### config.mk
export PLATFORM = sky130hd
export DESIGN_NAME = clk_mode_ctl
export DESIGN_NICKNAME = d
export VERILOG_FILES = /design/src/rtl/clk_mode_pkg.sv /design/src/rtl/clk_sel_reg.sv /design/src/rtl/clk_wait_timer.sv /design/src/rtl/clk_mode_fsm.sv /design/src/rtl/clk_mode_ctl.sv
export SDC_FILE = /design/constraint.sdc
export NUM_CORES = 1
export LEC_CHECK = 0
export ABC_AREA = 1
export BUFFER_PORTS_ARGS = -buffer_cell sky130_fd_sc_hd__buf_2
export CORE_UTILIZATION = 35
export DETAILED_ROUTE_END_ITERATION = 7
export PLACE_DENSITY = 0.62
export SETUP_SLACK_MARGIN = 0.05
export SYNTH_ARGS = -nofsm -noshare
export SYNTH_HDL_FRONTEND = slang
export SYNTH_SLANG_ARGS = --single-unit
### constraint.sdc
create_clock -name clk -period 2.4 [get_ports clk]
set_input_delay 0.48 -clock clk [delete_from_list [all_inputs] [get_ports clk]]
set_output_delay 0.48 -clock clk [all_outputs]
set_load 0.01 [all_outputs]
### src/rtl/clk_mode_pkg.sv
package clk_mode_pkg;
   typedef enum logic [1:0] {
      MODE_MAIN = 2'd0,
      MODE_PLL  = 2'd1,
      MODE_SUB  = 2'd2
   } mode_e;

   typedef enum logic [1:0] {
      WK_NONE  = 2'd0,
      WK_COUNT = 2'd1,
      WK_SYNC  = 2'd2
   } wait_e;

   localparam int REG_W    = 16;
   localparam int EXP_W    = 5;
   localparam int B_MUL_LO = 8;
   localparam int B_PLL_N  = 10;
   localparam int B_SUB_N  = 11;
   localparam int B_WS_LO  = 12;
endpackage

### src/rtl/clk_sel_reg.sv
module clk_sel_reg
   import clk_mode_pkg::*;
#(
   parameter bit HAS_SUB = 1'b1
) (
   input  logic             clk,
   input  logic             rst_n,
   input  logic             wr_en,
   input  logic [REG_W-1:0] wr_data,
   output logic [1:0]       mul,
   output logic             pll_n,
   output logic             sub_n,
   output logic [1:0]       ws
);
   always_ff @(posedge clk or negedge rst_n) begin
      if (!rst_n) begin
         mul   <= 2'b00;
         pll_n <= 1'b1;
         ws    <= 2'b00;
      end else if (wr_en) begin
         if (pll_n) mul <= wr_data[B_MUL_LO +: 2];
         pll_n <= wr_data[B_PLL_N];
         ws    <= wr_data[B_WS_LO +: 2];
      end
   end

   generate
      if (HAS_SUB) begin : g_sub
         logic sub_q;
         always_ff @(posedge clk or negedge rst_n) begin
            if (!rst_n)     sub_q <= 1'b1;
            else if (wr_en) sub_q <= wr_data[B_SUB_N];
         end
         assign sub_n = sub_q;
      end else begin : g_nosub
         assign sub_n = 1'b1;
      end
   endgenerate

   AST_MUL_LOCK: assert property (@(posedge clk) disable iff (!rst_n)
      !pll_n |=> mul == $past(mul));
endmodule

### src/rtl/clk_wait_timer.sv
module clk_wait_timer
   import clk_mode_pkg::*;
#(
   parameter int CNT_W = 18
) (
   input  logic             clk,
   input  logic             rst_n,
   input  logic             load,
   input  logic [EXP_W-1:0] len_exp,
   output logic             done
);
   logic [CNT_W-1:0] cnt;
   logic             run;

   always_ff @(posedge clk or negedge rst_n) begin
      if (!rst_n) begin
         cnt <= '0;
         run <= 1'b0;
      end else if (load) begin
         cnt <= ({{(CNT_W-1){1'b0}}, 1'b1} << len_exp) - 1'b1;
         run <= 1'b1;
      end else if (run) begin
         if (cnt == '0) run <= 1'b0;
         else           cnt <= cnt - 1'b1;
      end
   end

   assign done = run && (cnt == '0);

   AST_DONE_ONCE: assert property (@(posedge clk) disable iff (!rst_n)
      (done && !load) |=> !done);
endmodule

### src/rtl/clk_mode_fsm.sv
module clk_mode_fsm
   import clk_mode_pkg::*;
#(
   parameter int FIX_EXP = 14,
   parameter int WS_EXP0 = 10,
   parameter int WS_EXP1 = 13,
   parameter int WS_EXP2 = 15,
   parameter int WS_EXP3 = 17
) (
   input  logic             clk,
   input  logic             rst_n,
   input  logic             pll_n,
   input  logic             sub_n,
   input  logic [1:0]       ws,
   input  logic             sub_edge,
   input  logic             done,
   output logic             load,
   output logic [EXP_W-1:0] len_exp,
   output mode_e            mode,
   output logic             busy,
   output logic             tb_clr
);
   localparam int unsigned WS_TAB [4] = '{WS_EXP0, WS_EXP1, WS_EXP2, WS_EXP3};

   mode_e target, dest_q;
   wait_e kind, kind_q;
   logic  clr, start;

   always_comb begin
      if (!sub_n)      target = MODE_SUB;
      else if (!pll_n) target = MODE_PLL;
      else             target = MODE_MAIN;
   end

   always_comb begin
      kind    = WK_NONE;
      clr     = 1'b0;
      len_exp = EXP_W'(FIX_EXP);
      unique case (mode)
         MODE_MAIN: begin
            if (target == MODE_PLL) begin
               kind = WK_COUNT;
               clr  = 1'b1;
            end else if (target == MODE_SUB) begin
               kind = WK_SYNC;
            end
         end
         MODE_PLL: begin
            if (target == MODE_SUB) kind = WK_SYNC;
         end
         default: begin
            kind    = WK_COUNT;
            clr     = 1'b1;
            len_exp = EXP_W'(WS_TAB[ws]);
         end
      endcase
   end

   assign start = !busy && (target != mode);
   assign load  = start && (kind == WK_COUNT);

   always_ff @(posedge clk or negedge rst_n) begin
      if (!rst_n) begin
         mode   <= MODE_MAIN;
         dest_q <= MODE_MAIN;
         kind_q <= WK_NONE;
         busy   <= 1'b0;
         tb_clr <= 1'b0;
      end else begin
         tb_clr <= start && clr;
         if (start) begin
            if (kind == WK_NONE) begin
               mode <= target;
            end else begin
               busy   <= 1'b1;
               dest_q <= target;
               kind_q <= kind;
            end
         end else if (busy) begin
            if ((kind_q == WK_COUNT && done) || (kind_q == WK_SYNC && sub_edge)) begin
               mode <= dest_q;
               busy <= 1'b0;
            end
         end
      end
   end

   AST_MODE_LEGAL: assert property (@(posedge clk) disable iff (!rst_n)
      mode != 2'b11);
   AST_HOLD_WAIT: assert property (@(posedge clk) disable iff (!rst_n)
      (busy && kind_q == WK_COUNT && !done) |=> $stable(mode));
   AST_SUB_SYNC: assert property (@(posedge clk) disable iff (!rst_n)
      (mode == MODE_SUB && $past(mode) != MODE_SUB) |-> $past(sub_edge));
   AST_TBCLR_ONE: assert property (@(posedge clk) disable iff (!rst_n)
      tb_clr |=> !tb_clr);
endmodule

### src/rtl/clk_mode_ctl.sv
module clk_mode_ctl
   import clk_mode_pkg::*;
#(
   parameter bit HAS_SUB = 1'b1,
   parameter int FIX_EXP = 14,
   parameter int WS_EXP0 = 10,
   parameter int WS_EXP1 = 13,
   parameter int WS_EXP2 = 15,
   parameter int WS_EXP3 = 17
) (
   input  logic        clk,
   input  logic        rst_n,
   input  logic        wr_en,
   input  logic [15:0] wr_data,
   output logic [15:0] rd_data,
   input  logic        mul_hi,
   input  logic        sub_edge,
   output logic [1:0]  mode,
   output logic [2:0]  mul_code,
   output logic        tb_clr,
   output logic        busy
);
   localparam int MAX_A   = (FIX_EXP > WS_EXP0) ? FIX_EXP : WS_EXP0;
   localparam int MAX_B   = (WS_EXP1 > WS_EXP2) ? WS_EXP1 : WS_EXP2;
   localparam int MAX_C   = (MAX_A > MAX_B) ? MAX_A : MAX_B;
   localparam int MAX_EXP = (MAX_C > WS_EXP3) ? MAX_C : WS_EXP3;
   localparam int CNT_W   = MAX_EXP + 1;

   generate
      if (FIX_EXP < 1 || MAX_EXP > 30) begin : g_bad_exp
         $error("clk_mode_ctl: wait exponents must lie in 1..30");
      end
      if (WS_EXP0 < 1 || WS_EXP1 < 1 || WS_EXP2 < 1 || WS_EXP3 < 1) begin : g_bad_ws
         $error("clk_mode_ctl: wait-select exponents must be at least 1");
      end
   endgenerate

   logic [1:0]       mul, ws;
   logic             pll_n, sub_n, load, done;
   logic [EXP_W-1:0] len_exp;
   mode_e            mode_s;

   clk_sel_reg #(.HAS_SUB(HAS_SUB)) u_reg (
      .clk(clk), .rst_n(rst_n), .wr_en(wr_en), .wr_data(wr_data),
      .mul(mul), .pll_n(pll_n), .sub_n(sub_n), .ws(ws)
   );

   clk_wait_timer #(.CNT_W(CNT_W)) u_timer (
      .clk(clk), .rst_n(rst_n), .load(load), .len_exp(len_exp), .done(done)
   );

   clk_mode_fsm #(
      .FIX_EXP(FIX_EXP), .WS_EXP0(WS_EXP0), .WS_EXP1(WS_EXP1),
      .WS_EXP2(WS_EXP2), .WS_EXP3(WS_EXP3)
   ) u_fsm (
      .clk(clk), .rst_n(rst_n), .pll_n(pll_n), .sub_n(sub_n), .ws(ws),
      .sub_edge(sub_edge), .done(done), .load(load), .len_exp(len_exp),
      .mode(mode_s), .busy(busy), .tb_clr(tb_clr)
   );

   assign mode     = mode_s;
   assign mul_code = {mul_hi, mul};
   assign rd_data  = {mode_s, ws, sub_n, pll_n, mul, 8'h00};

   AST_BUSY_ENDS_IN_TARGET: assert property (@(posedge clk) disable iff (!rst_n)
      ($fell(busy)) |-> mode != $past(mode));
endmodule

* Yosys cells after proc, flatten, opt, wreduce, memory -nomap -nowiden *
Cells that the tools add are included.

storage, ports and cells
  word-level logic and storage cells = 71
  bits in registers = 33

cells by class
  reduce and logical (&&, ||, !) cells = 19
  eq/ne operators = 10
  $lt $le $gt $ge = 1
  bitwise gates (word level) = 2
  shifts and indexed selects = 1
  muxes and demuxes = 25
  add/sub/neg operators = 2

operator list
  cell                     number
  $bmux W32 S2             1
  $mux W18                 3
  $sub A18 B1 Y18 const B  2
  $logic_not A18 Y1        1
  $shl A1 B5 Y18 const A   1
  $mux W5                  3
  $mux W2                  7
  $mux W1                  9
  $eq A2 B1 Y1 const B     4
  $logic_and A1 B1 Y1      6
  $ne A2 B2 Y1 const B     3
  $reduce_and A2 Y1        3
  $reduce_bool A2 Y1       3
  $eq A2 B2 Y1 const B     2
  $logic_not A2 Y1         2
  $pmux W2 S2              1
  $ge A3 B3 Y1 const B     1
  $not A2 Y3               1
  $reduce_and A3 Y1        1
  $ne A2 B2 Y1             1
  $pmux W1 S2              1
  $reduce_or A2 Y1         1
  $logic_not A1 Y1         1
  $logic_or A1 B1 Y1       1
  $not A1 Y1               1

* Logic depth before layout (Yosys ltp) *
Gate-level depths: netlist of run 1.

  word-level depth = 10
  depth in mapped cells = 18
  mapped depth without buffers = 15

* Hierarchy *
Synthesis of run 1 repeated with hierarchy kept, for this count alone.

second synthesis, totals
  cells, all modules = 369
  area, all modules = 2518.7 um2

modules (own cells, without submodules)
  module          area an instance (um2)  instances  cells an instance
  clk_wait_timer  1611.5                  1          256
  clk_mode_fsm    548.0                   1          71
  clk_sel_reg     242.7                   1          26
  clk_mode_ctl    116.4                   1          16

* Least setup slack after synthesis of run 1 *
No wires, ideal clock.

  path kind = reg-to-reg
  from = reg u_reg.g_sub.sub_q (netlist: u_reg.sub_n)
  to = reg u_timer.cnt[16]
  data arrival time = 2047 ps
  stages on the path, launching flop included = 15
  setup time = 117 ps
  required time = 2283 ps
  slack = 236 ps
  period minus slack after synthesis = 2164 ps
  buffers on the path = 2
  cell sequence = dfstp_2 > nand3_2 > nand2_2 > nand3_4 > buf_8 > buf_2 > nand2_1 > ha_1 > nand2_1 > inv_1 > nand2_1 > nor2_1 > nand3_1 > nand2_1 > nand2_1

on the way
  cells in the longest elaborated chain, start to end = 9
  elaborated cells between the ends (all ways) = 14
  classes of those cells = 5 x eq/ne; 5 x mux; 4 x reduce/logical

ends and longest elaborated chain
  what                                                          line                                    source
  start, declared                                               clk_sel_reg.sv:29                       logic sub_q;
  start signal, assigned                                        clk_sel_reg.sv:32                       else if (wr_en) sub_q <= wr_data[B_SUB_N];
  $mux W2 *                                                     clk_mode_fsm.sv:30                      if (!sub_n) target = MODE_SUB;
  $eq A2 B2 Y1                                                  clk_mode_fsm.sv:44, clk_mode_fsm.sv:49
  $mux W2                                                       clk_mode_fsm.sv:44, clk_mode_fsm.sv:49
  $mux W2                                                       clk_mode_fsm.sv:41                      if (target == MODE_PLL) begin
  $pmux W2 S2                                                   clk_mode_fsm.sv:39                      unique case (mode)
  $eq A2 B1 Y1                                                  clk_mode_fsm.sv:60                      assign load = start && (kind == WK_COUNT);
  $logic_and A1 B1 Y1 *                                         clk_mode_fsm.sv:60
  $ne A2 B2 Y1 (no line) or $reduce_bool A2 Y1 (tied branches)  --
  $reduce_and A2 Y1 (no line)                                   --
  end signal, assigned                                          clk_wait_timer.sv:20                    cnt <= ({{(CNT_W-1){1'b0}}, 1'b1} << len_exp) - 1'b1;
  end signal, assigned                                          clk_wait_timer.sv:24                    else cnt <= cnt - 1'b1;
  end, declared                                                 clk_wait_timer.sv:12                    logic [CNT_W-1:0] cnt;

Mark *: on every way between the ends. The rest lies on a longest branch, timed or not.
A chain may end at the register's enable or synchronous reset.

* Worst setup path in the final report of run 1 *
  from = reg u_reg.g_sub.sub_q (netlist: u_reg.sub_n)
  to = reg u_timer.cnt[10]

Same word-level chain as after synthesis.

==> results of run 1 <==
## state kept, by name, indices dropped and copies added (netlist names), 2 cells and up
register	count
u_fsm.kind_q	2
u_reg.mul	2
u_fsm.mode	2
u_reg.ws	2
u_timer.cnt	18
u_fsm.dest_q	2
## logic make-up (layout without fill, tap and decap cells)
group,after synthesis,in the layout
AO/OA/AOI/OAI,36,36
XOR/XNOR,8,8
adder cells (fa/ha/maj),4,4
buffers and inverters,55,72
flip-flops,33,33
multiplexers,2,2
other,1,8
AND/OR/NAND/NOR,143,144
## timing repair
action,in CTS,in global routing
setup endpoints to repair,0,5
gates resized for setup,0,4
buffers inserted,0,4
hold endpoints to repair,0,0
hold buffers,0,0
## final cells by class
| class | count | area, sq um | share of cell area |
|---|---|---|---|
| sequential | 33 | 830 | 0.339 |
| tap | 75 | 93.8 | 0.0384 |
| clock inverter | 1 | 30.0 | 0.0123 |
| inverter | 35 | 134 | 0.0548 |
| clock buffer | 7 | 86.3 | 0.0353 |
| multi-input combinational | 202 | 1110 | 0.453 |
| timing repair buffer | 29 | 164 | 0.0671 |
## layout by cell type (no fill, tap or decap), types with 2 or more instances in the layout
cell type,instances
nand3_2,2
buf_2,23
nand3_1,17
o211ai_1,2
o21ai_0,22
xor2_1,4
nand4_1,13
inv_2,4
buf_4,5
mux2_2,2
nor3_1,2
nor2_2,5
nand2_1,70
clkbuf_8,6
ha_1,4
dfrtp_1,30
nand3_4,2
nand2_2,7
nor2_1,17
dfstp_2,2
inv_1,29
nand3b_1,2
conb_1,8
xnor2_1,4
nand2_4,4
o21ai_1,2
a21oi_1,5
## per-stage QoR
step / power, mW / instances / util / setup slack, ns / area, sq um
final: 1.25 / 382 / 0.410 / 0.261 / 2440
after global routing: 1.31 / 382 / 0.410 / 0.0682 / 2440
after CTS: 1.27 / 377 / 0.402 / 0.224 / 2400
after detailed placement: 0.711 / 369 / 0.383 / 0.234 / 2280
after global placement: 0.709 / 369 / 0.383 / 0.274 / 2280
after floorplan: 0.689 / 289 / - / 0.236 / 2210
## how the worst max path moves through the flow
stage / start / depth (start not counted) / end
final: u_reg.sub_n$_DFFE_PN1P_ / 12 / u_timer.cnt[10]$_DFFE_PN0P_
after global routing: u_reg.sub_n$_DFFE_PN1P_ / 12 / u_timer.cnt[10]$_DFFE_PN0P_
after CTS: u_fsm.mode[1]$_DFFE_PN0P_ / 15 / u_timer.cnt[17]$_DFFE_PN0P_
after detailed placement: u_fsm.mode[1]$_DFFE_PN0P_ / 15 / u_timer.cnt[17]$_DFFE_PN0P_
after global placement: u_fsm.mode[1]$_DFFE_PN0P_ / 15 / u_timer.cnt[17]$_DFFE_PN0P_
after floorplan: u_reg.sub_n$_DFFE_PN1P_ / 14 / u_timer.cnt[16]$_DFFE_PN0P_
## critical path, cell delays in order (launching register included)
cell	delay, ns
dfstp_2	0.58
nand3_2	0.13
nand2_2	0.23
nand3_4	0.15
nand2_1	0.12
ha_1	0.16
nand2_1	0.08
inv_1	0.09
nand2_1	0.11
nor2_2	0.12
nand2_1	0.06
nand3_1	0.10
o21ai_0	0.09
## layer usage
layer | up-vias | GRT usage | part of all wire
met5 | - | 0 | 0
met2 | 23 | 0.226 | 0.46
met4 | 0 | 0.0375 | 0.0092
li1 | 942 | - | -
met3 | 4 | 0.0348 | 0.037
met1 | 789 | 0.196 | 0.49
## power groups by stage
stage | clock (mW) | combinational (mW) | sequential, mW
global route | 0.592 | 0.136 | 0.583
detailed placement | 0 | 0.119 | 0.592
CTS | 0.567 | 0.119 | 0.581
finish | 0.552 | 0.120 | 0.581
floorplan | 0 | 0.0917 | 0.597
global placement | 0 | 0.118 | 0.591
==> results.cfg, run 1 <==
[status]
run_status = finished, final reports clean

[sta]
relSlewSlack = 0.500
tightest_slew_ns = 0.749
slew_violations = 0
clock-skew-final_ns = 0.00798
max_freq_ghz = 0.467
final.hold.worst_slack_ns = 0.257
timing.final.crit_share = 0.891
final.min_clock_period_ns = 2.14
rsz0062_at_grt = no
timing.final.setup_violations = 0
timing.setup.tns_ns = 0
timing_hold_violations_final = 0

[floorplanning]
ios = 44
dieWidth_um = 81.0
die_height_um = 81.0
overall_die_area_sq_um = 6550
floorplan.initialDensity = 0.366
floorplan.rows = 28
coreArea_sq_um = 5960

[logic_synthesis]
synth_sequential_area_ratio = 0.380
avgSynthCellArea_sq_um = 7.74
yosys.area_share.adder = 0.0229
synthesis.area_sq_um = 2180
synthTopCellsByArea = dfrtp_1 36%, nand2_1 12%, o21ai_0 5.3%
synthDominantAreaCellType = dfrtp_1
ys_ff_latch = 33
synth-warning-count = 0
synth.cells.most_frequent = 70 x nand2_1, 31 x dfrtp_1, 29 x inv_1, 23 x o21ai_0, 18 x nor2_1
yosys-mux-area-fraction = 0.0103
synth_largest_type_area_fraction = 0.356
post_synth_and_or_nand_nor_area_fraction = 0.325
async_reset_ff_frac = 1.00
combinational_family_with_the_most_area_after_synthesis = simple AND/OR/NAND/NOR gates
xor_and_xnor_fraction_of_the_mapped_netlist_area = 0.0321
synth_enable_flop_cells = 0
synthFlopType = dfrtp_1
library_cell_with_the_highest_instance_count_after_synthesis = nand2_1
synth.distinct_cells = 39
synthesis.instances = 282
synth_compound_area_frac = 0.0975

[route]
via_count_normalized_by_instance_count = 4.60
vias = 1758
dr.pass1.iters = 4
initialDrtViolationCount = 72
antenna_left = 0
drt_wl_total_um = 4350
wl_per_cell_um = 11.4
route.detailed.drc = 0

[global_route]
grt_pass1_wl_um = 7220
antenna_found_initial = 0
grtUsageTotal = 0.144
grt_overflow_total = 0
first_global_vias = 1581
grt_max_degree = 34

[power]
power.net_switching_mw = 0.299
swShare = 0.238
pwr-share-comb = 0.096
share_clk_of_total_power = 0.440
p_int_mw = 0.954
seq_power_share = 0.464
vdd.ir_drop.worst_mv = 0.210
power.leakage_nw = 1.28
power.density_cell_area_nw_per_um2 = 513

[clocking]
clock_latency_reported_for_the_late_side_of_the_worst_skew_pair_ns = 0.29
worst_setup_hold_path_clk_slew_ns = 0.07
cts_buffers = 5
cts.sink_count = 33
clock_path_buffers = 2
cts_tree = built
htreeDepth = 2
cts_root_buffer = clkbuf_8

[critical_path]
reg2reg_setup_slack_ns = 0.26
worst_r2r_path_depth = 12
r2r-start = u_reg.sub_n$_DFFE_PN1P_
wp_data_required_ns = 2.57
reg2reg_to = u_timer.cnt[10]$_DFFE_PN0P_
timing.critical_path.arrival_ns = 2.31
setup.worst_path.start_class = register
setup.worst_path.class = reg -> reg
worst_setup_path_end_kind = register
path_max_fanout = 10

[flow_run]
drv.max_cap_violation_count = 0

[placement]
post-dp-hpwl_um = 3150
io_buffer_count = 23
gp_congestion = 0.757

[final_layout]
post_route_cells_drive_above_1_share = 0.231
n_antenna_cell = 0
fillers = 650
final_nets = 331
flow.area_growth_from_synthesis_pct = 12.0

[worst_hold_path]
hp-class = in -> async
Note: power is estimated with default switching activity, not from simulation.
==> inputs of run 2 (changes only) <==
Settings changed: PLACE_DENSITY 0.62 to 0.64.
Clock period 2.4 ns to 1.85 ns, I/O delays scaled along.
==> results.cfg, run 2 (synthesized netlist as in run 1, its figures left out) <==
[status]
run_status = finished, violations left
violations = setup timing

[route]
route.detailed.drc = 0
vias = 2098
antenna_left = 0
dr.pass1.iters = 4
wl_per_cell_um = 13.0
initialDrtViolationCount = 88
drt_wl_total_um = 5600
via_count_normalized_by_instance_count = 4.88

[clocking]
cts_tree = built
cts.sink_count = 33
clock_path_buffers = 2
clock_latency_reported_for_the_late_side_of_the_worst_skew_pair_ns = 0.30
worst_setup_hold_path_clk_slew_ns = 0.08
cts_buffers = 5
htreeDepth = 2
cts_root_buffer = clkbuf_8

[global_route]
first_global_vias = 2029
grt_overflow_total = 0
grt_max_degree = 34
grt_pass1_wl_um = 9330
grtUsageTotal = 0.188
antenna_found_initial = 0

[placement]
post-dp-hpwl_um = 3450
gp_congestion = 0.867
io_buffer_count = 23
postPlaceCellArea_sq_um = 2580
detailedPlace.worstSlack_ns = -0.189

[final_layout]
post_route_cells_drive_above_1_share = 0.451
largest_register_ffs = 18
most_common_cell_after_layout_fill_and_taps_aside = nand2_1
final_cell_mix = 47 x nand2_1, 41 x buf_4, 31 x dfrtp_1
flow.area_growth_from_synthesis_pct = 42.2
fillers = 561
multi_input_comb_area_sq_um = 1360
max_flop_register = u_timer.cnt
summed_area_of_non_filler_cells_in_the_final_layout_sq_um = 3100
area.sequential_sq_um = 828
final_nets = 379
layout.core_utilization = 0.521
n_antenna_cell = 0

[critical_path]
worst_setup_path_end_kind = register
wp_data_required_ns = 2.04
cp_top_family = simple AND/OR/NAND/NOR gates
setup.worst_path.start_class = register
timing.critical_path.arrival_ns = 2.17
critical_path.slowest_cell = dfstp_2
worst_r2r_path_depth = 14
path_max_fanout = 6
crit_buf_inv = 3
reg2reg_setup_slack_ns = -0.13
slowest_delay_ns = 0.62
setup.worst_path.class = reg -> reg
cp_cell_sequence = inv_2, nand2_2, nand2_2, nand3_4, buf_4, nand3_4, buf_4, nand2_2, nand2_2, nand3b_1, nand2_1, nand2_1, nand2_1, nand2_1
critical_path_stages = 14

[sta]
timing.final.crit_share = 1.07
final.min_clock_period_ns = 1.98
slew_violations = 0
max_freq_ghz = 0.505
timing_hold_violations_final = 0
timing.final.setup_violations = 13
setup_ws_ns = -0.132
rsz0062_at_grt = yes
clock-skew-final_ns = 0.00997

[flow_run]
drv.max_cap_violation_count = 0

[worst_hold_path]
hp-class = in -> async

[floorplanning]
floorplan.initialDensity = 0.366
floorplan.rows = 28
dieWidth_um = 81.0
ios = 44
overall_die_area_sq_um = 6550
coreArea_sq_um = 5960
die_height_um = 81.0

[power]
power.leakage_nw = 1.57
fin_total_pwr_mw = 1.50
power.density_cell_area_nw_per_um2 = 482
vdd.ir_drop.worst_mv = 0.334
-- run 2: cell types whose count changed in the layout (fill, tap and decap cells not counted), moves of 6 or more --
cell,delta
nor2_4,+7
buf_4,+36
nand2_4,+10
buf_6,+8
o21ai_0,-6
nand2_1,-23
nand2_2,+12
-- run 2: final cells by class --
class                      instances  share of cell area
tap                               75              0.0302
clock buffer                       6              0.0234
sequential                        33               0.267
inverter                          35              0.0472
clock inverter                     2             0.00323
timing repair inverter             1             0.00202
timing repair buffer              76               0.188
multi-input combinational        202               0.439
-- run 2: what timing repair did --
item	4_1_cts	5_1_grt
endpoints found under the setup margin	16	20
cloned	2	0
gates resized for setup	45	27
buffers inserted	14	6
pin swaps	23	16
hold buffers	0	0
-- run 2: per-stage QoR --
step | hold slack, ns | std cells | setup TNS, ns
after global routing | 0.132 | 430 | -2.86
after detailed placement | 0.430 | 400 | -1.91
final | 0.0979 | 430 | -1.14
after global placement | 0.421 | 400 | -1.78
after floorplan | 0.0744 | 289 | -1.07
after CTS | 0.115 | 424 | -0.581
-- run 2: per-layer routing --
layer  track usage  up-vias  part of all wire
met5             0        -                 0
met4        0.0696        0             0.030
met3        0.0337       14             0.028
met2         0.324       35              0.51
met1         0.232     1010              0.43
li1              -     1039                 -
-- run 2: report_power, final --
group	internal (mW)	total [mW]	switching [mW]
logic	0.0861	0.197	0.111
clock network	0.261	0.544	0.283
registers	0.741	0.755	0.0135
-- run 2: path summary, 6_finish.rpt --
path                                               end                         from
min                         u_timer.cnt[6]$_DFFE_PN0P_                        rst_n
max reg2reg                u_timer.cnt[14]$_DFFE_PN0P_      u_reg.sub_n$_DFFE_PN1P_
max in group asynchronous      u_reg.pll_n$_DFFE_PN1P_                        rst_n
min reg2reg                u_timer.cnt[14]$_DFFE_PN0P_  u_timer.cnt[14]$_DFFE_PN0P_
min in group clk               u_reg.sub_n$_DFFE_PN1P_                  wr_data[11]
max                        u_timer.cnt[14]$_DFFE_PN0P_      u_reg.sub_n$_DFFE_PN1P_
